==> config.mk <==
export PLATFORM = sky130hd
export DESIGN_NAME = rstctl_top
export DESIGN_NICKNAME = d
export VERILOG_FILES = /design/src/rtl/rstctl_pkg.sv /design/src/rtl/rstctl_sync.sv /design/src/rtl/rstctl_stretch.sv /design/src/rtl/rstctl_cause.sv /design/src/rtl/rstctl_top.sv
export SDC_FILE = /design/constraint.sdc
export NUM_CORES = 1
export LEC_CHECK = 0
export ABC_AREA = 1
export ABC_CLOCK_PERIOD_IN_PS = 800
export BUFFER_PORTS_ARGS = -buffer_cell sky130_fd_sc_hd__buf_2
export CELL_PAD_IN_SITES_DETAIL_PLACEMENT = 1
export CELL_PAD_IN_SITES_GLOBAL_PLACEMENT = 2
export CORE_MARGIN = 5
export CORE_UTILIZATION = 27
export DETAILED_ROUTE_END_ITERATION = 10
export GPL_TIMING_DRIVEN = 0
export MAX_ROUTING_LAYER = met4
export PLACE_DENSITY = 0.81
export SLEW_MARGIN = 20
export SYNTH_ARGS = -nofsm -noshare
export SYNTH_HDL_FRONTEND = slang
export SYNTH_SLANG_ARGS = --single-unit
==> constraint.sdc <==
create_clock -name clk -period 0.8 [get_ports clk]
set_input_delay 0.12 -clock clk [delete_from_list [all_inputs] [get_ports clk]]
set_output_delay 0.12 -clock clk [all_outputs]
set_load 0.01 [all_outputs]
==> src/rtl/rstctl_pkg.sv <==
package rstctl_pkg;
  localparam int CAUSE_W = 3;

  typedef enum logic [CAUSE_W-1:0] {
    CAUSE_HW    = 3'd0,
    CAUSE_WDOG  = 3'd1,
    CAUSE_SW    = 3'd2,
    CAUSE_SLEEP = 3'd3,
    CAUSE_DEEP  = 3'd4
  } cause_e;

  localparam int NDOM    = 2;
  localparam int DOM_SYS = 0;
  localparam int DOM_CPU = 1;
endpackage

==> src/rtl/rstctl_sync.sv <==
module rstctl_sync #(
  parameter int STAGES  = 2,
  parameter bit RST_VAL = 1'b0
) (
  input  logic clk,
  input  logic rst_n,
  input  logic d,
  output logic q
);
  logic [STAGES-1:0] sr_q;
  logic [STAGES-1:0] sr_nxt;

  generate
    if (STAGES == 1) begin : g_one
      always_comb sr_nxt = d;
    end else begin : g_many
      always_comb sr_nxt = {sr_q[STAGES-2:0], d};
    end
  endgenerate

  always_ff @(posedge clk or negedge rst_n) begin
    if (!rst_n) sr_q <= {STAGES{RST_VAL}};
    else        sr_q <= sr_nxt;
  end

  assign q = sr_q[STAGES-1];
endmodule

==> src/rtl/rstctl_stretch.sv <==
module rstctl_stretch #(
  parameter int HOLD = 16
) (
  input  logic clk,
  input  logic rst_n,
  input  logic req,
  output logic active
);
  localparam int CNT_W = (HOLD < 2) ? 1 : $clog2(HOLD + 1);
  localparam logic [CNT_W-1:0] HOLD_V = CNT_W'(HOLD);
  localparam logic [CNT_W-1:0] ONE_V  = CNT_W'(1);

  logic [CNT_W-1:0] cnt_q, cnt_nxt;
  logic             act_q, act_nxt;

  always_comb begin
    cnt_nxt = cnt_q;
    act_nxt = act_q;
    if (req) begin
      cnt_nxt = HOLD_V;
      act_nxt = 1'b1;
    end else if (cnt_q != '0) begin
      cnt_nxt = cnt_q - ONE_V;
      act_nxt = (cnt_q != ONE_V);
    end else begin
      act_nxt = 1'b0;
    end
  end

  always_ff @(posedge clk or negedge rst_n) begin
    if (!rst_n) begin
      cnt_q <= HOLD_V;
      act_q <= 1'b1;
    end else begin
      cnt_q <= cnt_nxt;
      act_q <= act_nxt;
    end
  end

  assign active = act_q;
endmodule

==> src/rtl/rstctl_cause.sv <==
module rstctl_cause
  import rstctl_pkg::*;
(
  input  logic               clk,
  input  logic               rst_n,
  input  logic               hit_wdog,
  input  logic               hit_sw,
  input  logic               hit_sleep,
  input  logic               hit_deep,
  output logic [CAUSE_W-1:0] cause
);
  cause_e cause_q, cause_nxt;
  logic   upd_en;

  assign upd_en = hit_wdog | hit_sw | hit_sleep | hit_deep;

  always_comb begin
    cause_nxt = cause_q;
    if (hit_wdog)       cause_nxt = CAUSE_WDOG;
    else if (hit_sw)    cause_nxt = CAUSE_SW;
    else if (hit_sleep) cause_nxt = CAUSE_SLEEP;
    else if (hit_deep)  cause_nxt = CAUSE_DEEP;
  end

  always_ff @(posedge clk or negedge rst_n) begin
    if (!rst_n)      cause_q <= CAUSE_HW;
    else if (upd_en) cause_q <= cause_nxt;
  end

  assign cause = cause_q;
endmodule

==> src/rtl/rstctl_top.sv <==
module rstctl_top
  import rstctl_pkg::*;
#(
  parameter int              HOLD        = 16,
  parameter int              SYNC_STAGES = 2,
  parameter int              KEY_W       = 16,
  parameter logic [KEY_W-1:0] SW_KEY     = KEY_W'(16'h5A3C)
) (
  input  logic               clk,
  input  logic               ext_rst_n,
  input  logic               wdog_trip,
  input  logic               sw_wr_en,
  input  logic [KEY_W-1:0]   sw_wr_data,
  input  logic               wake_req,
  input  logic               wake_deep,
  input  logic               batt_fault_in,
  output logic               sys_rst_n,
  output logic               cpu_rst_n,
  output logic               rst_out_n,
  output logic               batt_fault_o,
  output logic [CAUSE_W-1:0] reset_cause
);
  logic            por_n;
  logic            hit_sw, hit_sleep, hit_deep, sys_req;
  logic [NDOM-1:0] dom_req, dom_act, dom_rel_n, dom_out_n;

  rstctl_sync #(.STAGES(SYNC_STAGES), .RST_VAL(1'b0)) u_por_sync (
    .clk(clk), .rst_n(ext_rst_n), .d(1'b1), .q(por_n)
  );

  assign hit_sw    = sw_wr_en && (sw_wr_data == SW_KEY);
  assign hit_sleep = wake_req && !wake_deep;
  assign hit_deep  = wake_req && wake_deep;
  assign sys_req   = wdog_trip | hit_sw | hit_sleep;

  assign dom_req[DOM_SYS] = sys_req;
  assign dom_req[DOM_CPU] = sys_req | hit_deep;

  generate
    for (genvar g = 0; g < NDOM; g++) begin : g_dom
      rstctl_stretch #(.HOLD(HOLD)) u_hold (
        .clk(clk), .rst_n(por_n), .req(dom_req[g]), .active(dom_act[g])
      );
      assign dom_rel_n[g] = por_n & ~dom_act[g];
      rstctl_sync #(.STAGES(SYNC_STAGES), .RST_VAL(1'b0)) u_rel (
        .clk(clk), .rst_n(dom_rel_n[g]), .d(1'b1), .q(dom_out_n[g])
      );
    end
  endgenerate

  rstctl_cause u_cause (
    .clk(clk), .rst_n(por_n),
    .hit_wdog(wdog_trip), .hit_sw(hit_sw),
    .hit_sleep(hit_sleep), .hit_deep(hit_deep),
    .cause(reset_cause)
  );

  rstctl_sync #(.STAGES(SYNC_STAGES), .RST_VAL(1'b0)) u_batt_sync (
    .clk(clk), .rst_n(por_n), .d(batt_fault_in), .q(batt_fault_o)
  );

  assign sys_rst_n = dom_out_n[DOM_SYS];
  assign cpu_rst_n = dom_out_n[DOM_CPU];
  assign rst_out_n = dom_out_n[DOM_SYS];
endmodule

==> flow_results.xml, run 1 <==
<?xml version="1.0" encoding="UTF-8"?>
<metrics>
  <group name="detailed_routing">
    <metric name="drcViolationCount" unit="">0</metric>
    <metric name="post_drt_wl_per_cell" unit="um">11.3</metric>
    <metric name="postRouteWirelength" unit="um">2570</metric>
    <metric name="vias" unit="">967</metric>
    <metric name="drt_first_iter_violations" unit="">33</metric>
    <metric name="drt_first_pass_iters" unit="">3</metric>
    <metric name="post_drt_via_cell_ratio" unit="">4.26</metric>
    <metric name="detail-route-antenna-nets" unit="">0</metric>
  </group>
  <group name="timing">
    <metric name="fin_worst_hold_slack" unit="ns">0.141</metric>
    <metric name="final_max_slew_viol_count" unit="">0</metric>
    <metric name="setup_viol_count_final" unit="">19</metric>
    <metric name="layout_min_cycle_time" unit="ns">1.17</metric>
    <metric name="worst_setup_slack_after_layout" unit="ns">-0.373</metric>
    <metric name="setup_repair_after_global_routing_missed_its_margin" unit="">yes</metric>
    <metric name="period_share" unit="%">147</metric>
    <metric name="max_clock_freq" unit="GHz">0.853</metric>
    <metric name="finClkSkew" unit="ns">0.00137</metric>
    <metric name="report.final.hold_viol_count" unit="">0</metric>
  </group>
  <group name="clocking">
    <metric name="clock_buffer_depth" unit="">2</metric>
    <metric name="master_cell_of_the_clock_root_buffer" unit="">clkbuf_8</metric>
    <metric name="clkTransAtPathRegs" unit="ns">0.08</metric>
    <metric name="cts-htree-levels" unit="">1</metric>
    <metric name="cts_num_sinks" unit="">23</metric>
    <metric name="worstSkewPairLatency" unit="ns">0.26</metric>
    <metric name="cts_tree" unit="">yes</metric>
    <metric name="cts_buffers" unit="">3</metric>
  </group>
  <group name="grt">
    <metric name="gr-usage-all-layers" unit="%">10.9</metric>
    <metric name="grt_start_max_net_pins" unit="">19</metric>
    <metric name="global_route.usage.met2" unit="%">18.9</metric>
    <metric name="global_route_wire_length_before_repair" unit="um">4640</metric>
    <metric name="grt_overflow" unit="">0</metric>
    <metric name="vias_in_the_first_global_route" unit="">1095</metric>
    <metric name="use_met3" unit="%">1.74</metric>
    <metric name="grt_antenna_before_repair" unit="">0</metric>
    <metric name="gr-max-usage-layer" unit="">met2</metric>
    <metric name="gr-usage-met1" unit="%">12.6</metric>
  </group>
  <group name="floorplan">
    <metric name="core" unit="um2">4060</metric>
    <metric name="dieArea" unit="um2">5640</metric>
    <metric name="dieHeight" unit="um">75.1</metric>
    <metric name="start_util" unit="%">28.2</metric>
    <metric name="num_rows" unit="">23</metric>
    <metric name="ios" unit="">30</metric>
    <metric name="floorplan.die.width" unit="um">75.1</metric>
  </group>
  <group name="layout">
    <metric name="post-route-cell-area" unit="um2">1670</metric>
    <metric name="regArea" unit="um2">587</metric>
    <metric name="final_core_utilization" unit="%">41.2</metric>
    <metric name="final_common_cell" unit="">buf_2</metric>
    <metric name="fill_cells" unit="">490</metric>
    <metric name="antenna-diode-count" unit="">0</metric>
    <metric name="multi_input_comb_area" unit="um2">596</metric>
    <metric name="mostFrequentLayoutCells" unit="">27 x buf_2, 23 x nand2_1, 19 x nor2_1</metric>
    <metric name="finalNetCount" unit="">205</metric>
    <metric name="area_delta_synth_final" unit="%">46.2</metric>
    <metric name="drive_above_1_share" unit="%">47.5</metric>
  </group>
  <group name="power">
    <metric name="leakage_component_of_the_power" unit="nW">0.879</metric>
    <metric name="p_int" unit="mW">2.14</metric>
    <metric name="power.share.switching" unit="%">29.3</metric>
    <metric name="power.share.combinational" unit="%">30.7</metric>
    <metric name="net-switching-power" unit="mW">0.888</metric>
    <metric name="power.density_cell_area" unit="nW/um2">1810</metric>
    <metric name="seqPwrFrac" unit="%">46.0</metric>
    <metric name="ir_worst_vdd" unit="mV">0.559</metric>
    <metric name="power.share.clock" unit="%">23.3</metric>
  </group>
  <group name="critical_path">
    <metric name="timing.critical_path.arrival" unit="ns">1.33</metric>
    <metric name="worst-setup-path-type" unit="">reg -&gt; reg</metric>
    <metric name="setup.worst_path.start_class" unit="">flip-flop</metric>
    <metric name="endpoint_kind" unit="">flip-flop</metric>
    <metric name="worst_path_largest_cell_delay" unit="ns">0.40</metric>
    <metric name="critical_path.cell_chain" unit="">inv_2, ha_4, nand3b_4, and2_4, o21ai_2, nor2_1</metric>
    <metric name="critPathMaxFanout" unit="">5</metric>
    <metric name="critPathSlowestCell" unit="">dfrtp_1</metric>
    <metric name="worstPathRequired" unit="ns">0.95</metric>
  </group>
  <group name="placement">
    <metric name="detailedPlacementHpwl" unit="um">1910</metric>
    <metric name="dpl-instance-area" unit="um2">1410</metric>
    <metric name="globalplace.congestion" unit="">0.780</metric>
    <metric name="portBuffers" unit="">29</metric>
  </group>
  <group name="yosys">
    <metric name="ys_warn_count" unit="">0</metric>
    <metric name="synth_flop_cell" unit="">dfrtp_1</metric>
    <metric name="ys_async_sr_fraction" unit="%">100</metric>
    <metric name="post_synth_num_cell_types" unit="">25</metric>
    <metric name="synth_top_area_share" unit="%">41.6</metric>
    <metric name="synth_area_per_cell" unit="um2">9.08</metric>
    <metric name="yosysSeqAreaShare" unit="%">50.8</metric>
    <metric name="synth_cells" unit="">126</metric>
    <metric name="synth-edff-count" unit="">0</metric>
    <metric name="synthTopCellsByArea" unit="">dfrtp_1 42%, dfstp_2 9.2%, nand2_1 8.5%, nor2_1 6.2%, inv_1 5.9%</metric>
    <metric name="synth-seq-cells" unit="">23</metric>
    <metric name="synthesis.area" unit="um2">1140</metric>
    <metric name="synth_top_area_cell" unit="">dfrtp_1</metric>
  </group>
  <group name="flow_run">
    <metric name="timing.max_cap.violations" unit="">0</metric>
  </group>
  <group name="status">
    <metric name="run_status" unit="">complete, but fails checks</metric>
    <metric name="failing_checks" unit="">setup timing</metric>
  </group>
  <group name="worst_hold_path">
    <metric name="min-delay-path-class" unit="">in -&gt; reg</metric>
  </group>
</metrics>
==> final cells by class <==
class                           instances  share of cell area (%)
Inverter                               19                    4.27
Buffer                                  1                   0.674
Sequential cell                        23                    35.1
Timing Repair Buffer                   45                    17.9
Multi-Input combinational cell         85                    35.6
Tap cell                               50                    3.74
Clock buffer                            4                    2.69
==> per-stage QoR <==
step | setup TNS (ns) | instances | total power, mW | worst slack, ns
finish | -4.25 | 227 | 3.03 | -0.373
global route | -5.40 | 227 | 3.27 | -0.438
CTS | -4.40 | 224 | 3.00 | -0.362
detailed placement | -5.52 | 207 | 2.05 | -0.397
global placement | -4.37 | 207 | 2.01 | -0.366
floorplan | -2.48 | 128 | 1.87 | -0.303
==> cell families (layout without fill, tap and decap cells) <==
| family | Yosys count | count (layout) | share of synthesized area (%) |
|---|---|---|---|
| DFF | 23 | 23 | 50.8 |
| xor gates and xnor gates | 4 | 4 | 3.06 |
| other | 1 | 3 | 0.328 |
| adders and majority gates | 4 | 4 | 4.38 |
| AOI/OAI and AO/OA | 6 | 6 | 2.63 |
| and+or+nand+nor | 68 | 68 | 31.9 |
| buffers and inverters | 20 | 69 | 6.89 |
==> cell usage after synthesis (2+ instances only) <==
| cell | count |
|---|---|
| nand4_1 | 2 |
| dfrtp_1 | 19 |
| nand3_4 | 3 |
| nand3_1 | 5 |
| nor3_1 | 2 |
| nor2_1 | 19 |
| inv_1 | 18 |
| ha_1 | 4 |
| xor2_1 | 4 |
| nand3b_2 | 2 |
| o21ai_0 | 4 |
| dfstp_2 | 4 |
| nand2_1 | 26 |
| nor2_2 | 2 |
| o21ai_1 | 2 |
==> critical path: cells and delay by family (launching register included) <==
| kind | cells | cell delay, ns |
|---|---|---|
| AO/OA/AOI/OAI | 1 | 0.10 |
| AND/OR/NAND/NOR | 3 | 0.32 |
| buffers and inverters | 1 | 0.09 |
| flip-flops | 1 | 0.40 |
| adder cells (fa/ha/maj) | 1 | 0.16 |
==> repair_timing <==
item	in CTS	in global routing
endpoints found under the hold margin	3	0
pin swaps	3	9
buffers inserted	11	3
hold buffers	2	0
endpoints found under the setup margin	36	23
resized for setup	12	13
==> path summary, 6_finish.rpt <==
check | startpoint | end | slack, ns | depth (start not counted)
setup / recovery | g_dom[0].u_hold.cnt_q[1] | g_dom[0].u_hold.cnt_q[2] | -0.37 | 6
hold / removal | wake_deep | u_cause.cause[2] | 0.14 | 3
setup reg to reg | g_dom[0].u_hold.cnt_q[1] | g_dom[0].u_hold.cnt_q[2] | -0.37 | 6
hold reg to reg | g_dom[0].u_hold.active | g_dom[0].u_rel.sr_q[0] | 0.16 | 1
max in group asynchronous | u_por_sync.sr_q[1] | g_dom[1].u_rel.sr_q[0] | 0.17 | 2
min in group asynchronous | g_dom[0].u_hold.active | g_dom[0].u_rel.sr_q[0] | 0.16 | 1
==> registers in the layout, indices dropped and copies added, names as in the netlist <==
register and cells:
g_dom.u_hold.active 2, g_dom.u_hold.cnt_q 10, g_dom.u_rel.sr_q 4, u_batt_sync.sr_q 2, u_cause.cause 3, u_por_sync.sr_q 2
==> metal layers <==
layer / vias up / share of wire, % / routed length (um)
met3: 2 / 3.0 / 77
met1: 463 / 42 / 1090
met2: 19 / 54 / 1380
met5: - / 0 / 0
li1: 483 / - / -
met4: 0 / 1.1 / 27
==> power groups by stage <==
stage | logic, mW | registers [mW] | clock network, mW
3_3_place_gp | 0.618 | 1.39 | 0
3_5_place_dp | 0.647 | 1.40 | 0
5_1_grt | 1.05 | 1.41 | 0.804
6_report | 0.930 | 1.39 | 0.707
4_1_cts | 0.858 | 1.39 | 0.757
2_1_floorplan | 0.479 | 1.39 | 0
No activity file was read; power rests on OpenSTA's default activity.
==> inputs of run 2 (changes only) <==
- ABC_CLOCK_PERIOD_IN_PS: 800 -> 1500
- CORE_UTILIZATION: 27 -> 32
- PLACE_DENSITY: 0.81 -> 0.89
- clock period: 0.8 -> 1.5 ns (I/O delays scaled with it)
==> flow_results.xml, run 2 (synthesis gave the netlist of run 1 again) <==
<?xml version="1.0" encoding="UTF-8"?>
<metrics>
  <group name="grt">
    <metric name="vias_in_the_first_global_route" unit="">1048</metric>
    <metric name="grt_start_max_net_pins" unit="">19</metric>
    <metric name="grt_antenna_before_repair" unit="">0</metric>
    <metric name="global_route_wire_length_before_repair" unit="um">4280</metric>
    <metric name="gr-usage-all-layers" unit="%">10.9</metric>
    <metric name="grt_overflow" unit="">0</metric>
  </group>
  <group name="layout">
    <metric name="area_delta_synth_final" unit="%">22.8</metric>
    <metric name="regArea" unit="um2">581</metric>
    <metric name="final_common_cell" unit="">buf_2</metric>
    <metric name="finalNetCount" unit="">191</metric>
    <metric name="antenna-diode-count" unit="">0</metric>
    <metric name="fill_cells" unit="">415</metric>
    <metric name="flip_flop_count_of_the_largest_register_after_layout" unit="">10</metric>
    <metric name="drive_above_1_share" unit="%">31.3</metric>
    <metric name="multi_input_comb_area" unit="um2">494</metric>
    <metric name="largest-register" unit="">g_dom.u_hold.cnt_q</metric>
    <metric name="mostFrequentLayoutCells" unit="">29 x buf_2, 26 x nand2_1, 19 x nor2_1, 19 x dfrtp_1, 18 x inv_1</metric>
    <metric name="finalNonFillerCells" unit="">209</metric>
  </group>
  <group name="power">
    <metric name="power.share.combinational" unit="%">23.6</metric>
    <metric name="power.share.clock" unit="%">21.3</metric>
    <metric name="power.density_cell_area" unit="nW/um2">946</metric>
    <metric name="power.share.switching" unit="%">30.5</metric>
    <metric name="leakage_component_of_the_power" unit="nW">0.768</metric>
    <metric name="net-switching-power" unit="mW">0.405</metric>
    <metric name="p_int" unit="mW">0.922</metric>
    <metric name="ir_worst_vdd" unit="mV">0.550</metric>
    <metric name="seqPwrFrac" unit="%">55.0</metric>
  </group>
  <group name="critical_path">
    <metric name="timing.critical_path.arrival" unit="ns">1.58</metric>
    <metric name="endpoint_kind" unit="">flip-flop</metric>
    <metric name="critPathMaxFanout" unit="">5</metric>
    <metric name="setup.worst_path.start_class" unit="">flip-flop</metric>
    <metric name="worst-setup-path-type" unit="">reg -&gt; reg</metric>
    <metric name="critPathSlowestCell" unit="">dfrtp_1</metric>
    <metric name="critPathTopFamily" unit="">flip-flops</metric>
    <metric name="worst_path_largest_cell_delay" unit="ns">0.42</metric>
    <metric name="critical_path.cell_chain" unit="">inv_1, ha_2, nand3b_2, and2_1, o21ai_1, nor2_1</metric>
    <metric name="path_buf_inv" unit="">1</metric>
    <metric name="worstPathRequired" unit="ns">1.72</metric>
  </group>
  <group name="placement">
    <metric name="dp_cells" unit="">203</metric>
    <metric name="portBuffers" unit="">29</metric>
    <metric name="globalplace.congestion" unit="">0.740</metric>
    <metric name="dpl_worst_slack" unit="ns">0.116</metric>
    <metric name="detailedPlacementHpwl" unit="um">2030</metric>
  </group>
  <group name="timing">
    <metric name="period_share" unit="%">90.7</metric>
    <metric name="layout_min_cycle_time" unit="ns">1.36</metric>
    <metric name="finClkSkew" unit="ns">0.00328</metric>
    <metric name="setup_repair_after_global_routing_missed_its_margin" unit="">no</metric>
    <metric name="worst_margin_slew" unit="ns">0.714</metric>
    <metric name="worst_slew_margin_rel" unit="%">52.4</metric>
    <metric name="setup_viol_count_final" unit="">0</metric>
    <metric name="final_max_slew_viol_count" unit="">0</metric>
    <metric name="finalSetupTns" unit="ns">0</metric>
    <metric name="worst_setup_slack_after_layout" unit="ns">0.140</metric>
    <metric name="report.final.hold_viol_count" unit="">0</metric>
    <metric name="max_clock_freq" unit="GHz">0.735</metric>
  </group>
  <group name="worst_hold_path">
    <metric name="min-delay-path-class" unit="">reg -&gt; async</metric>
  </group>
  <group name="floorplan">
    <metric name="dieHeight" unit="um">69.8</metric>
    <metric name="dieArea" unit="um2">4870</metric>
    <metric name="num_rows" unit="">21</metric>
    <metric name="floorplan.die.width" unit="um">69.8</metric>
    <metric name="core" unit="um2">3390</metric>
    <metric name="ios" unit="">30</metric>
    <metric name="start_util" unit="%">33.7</metric>
  </group>
  <group name="clocking">
    <metric name="clkTransAtPathRegs" unit="ns">0.13</metric>
    <metric name="post-cts-setup-buffer-count" unit="">0</metric>
    <metric name="clock_buffer_depth" unit="">2</metric>
    <metric name="cts_buffers" unit="">3</metric>
    <metric name="worstSkewPairLatency" unit="ns">0.31</metric>
    <metric name="cts_tree" unit="">yes</metric>
    <metric name="cts-htree-levels" unit="">1</metric>
    <metric name="cts_num_sinks" unit="">23</metric>
    <metric name="master_cell_of_the_clock_root_buffer" unit="">clkbuf_4</metric>
  </group>
  <group name="status">
    <metric name="run_status" unit="">complete, no violations</metric>
  </group>
  <group name="detailed_routing">
    <metric name="detail-route-antenna-nets" unit="">0</metric>
    <metric name="post_drt_wl_per_cell" unit="um">11.2</metric>
    <metric name="drt_first_pass_iters" unit="">3</metric>
    <metric name="drcViolationCount" unit="">0</metric>
    <metric name="vias" unit="">910</metric>
    <metric name="drt_first_iter_violations" unit="">20</metric>
    <metric name="post_drt_via_cell_ratio" unit="">4.35</metric>
    <metric name="postRouteWirelength" unit="um">2340</metric>
  </group>
  <group name="flow_run">
    <metric name="timing.max_cap.violations" unit="">0</metric>
  </group>
</metrics>
[run 2: worst reg2reg max path: stages (launching register included)]
cell	delay (ns)
dfrtp_1	0.42
inv_1	0.10
ha_2	0.24
nand3b_2	0.15
and2_1	0.17
o21ai_1	0.13
nor2_1	0.05
[run 2: through the flow]
step | cell area, um2 | utilization (%) | hold slack [ns] | power [mW]
floorplan | 1150 | - | -0.0706 | 0.954
global placement | 1350 | 39.9 | 0.0101 | 1.03
detailed placement | 1350 | 39.9 | 0.0127 | 1.06
CTS | 1400 | 41.3 | 0.155 | 1.36
global route | 1400 | 41.4 | 0.148 | 1.44
finish | 1400 | 41.4 | 0.165 | 1.33
[run 2: path summary, 6_finish.rpt]
check | start | endpoint | slack (ns) | cells after the start
max reg2reg | g_dom[1].u_hold.cnt_q[0] | g_dom[1].u_hold.cnt_q[2] | 0.14 | 6
min reg2reg | g_dom[1].u_hold.active | g_dom[1].u_rel.sr_q[1] | 0.17 | 1
max | g_dom[1].u_hold.cnt_q[0] | g_dom[1].u_hold.cnt_q[2] | 0.14 | 6
max in group asynchronous | u_por_sync.sr_q[1] | g_dom[0].u_rel.sr_q[1] | 0.55 | 2
min | g_dom[1].u_hold.active | g_dom[1].u_rel.sr_q[1] | 0.17 | 1
min in group clk | wake_deep | u_cause.cause[2] | 0.17 | 3
[run 2: metal layers]
metal  global-route usage, %  share of wire [%]
met5                       -                  0
met4                    1.28               0.43
met3                    3.48                4.7
met2                    20.7                 56
met1                    11.3                 38
[run 2: power by group through the flow]
stage                     Combinational (mW)  Clock [mW]  Sequential, mW
final                                  0.314       0.283           0.730
after global routing                   0.368       0.329           0.742
after CTS                              0.322       0.307           0.732
after detailed placement               0.316           0           0.743
after global placement                 0.291           0           0.740
after floorplan                        0.218           0           0.736
[run 2: what timing repair did]
item / in CTS / in global routing
resized for setup: 0 / 1
hold buffers: 2 / 0
setup endpoints to repair: 0 / 3
hold endpoints to repair: 3 / 0
[run 2: cell type report]
cell class,count,area share [%]
well taps,46,4.10
clock buffers,3,1.60
clock inverters,1,0.357
multi-input cells,85,35.2
flip-flops and latches,23,41.4
plain buffers,1,0.535
inverters,19,5.08
repair buffers,31,11.8
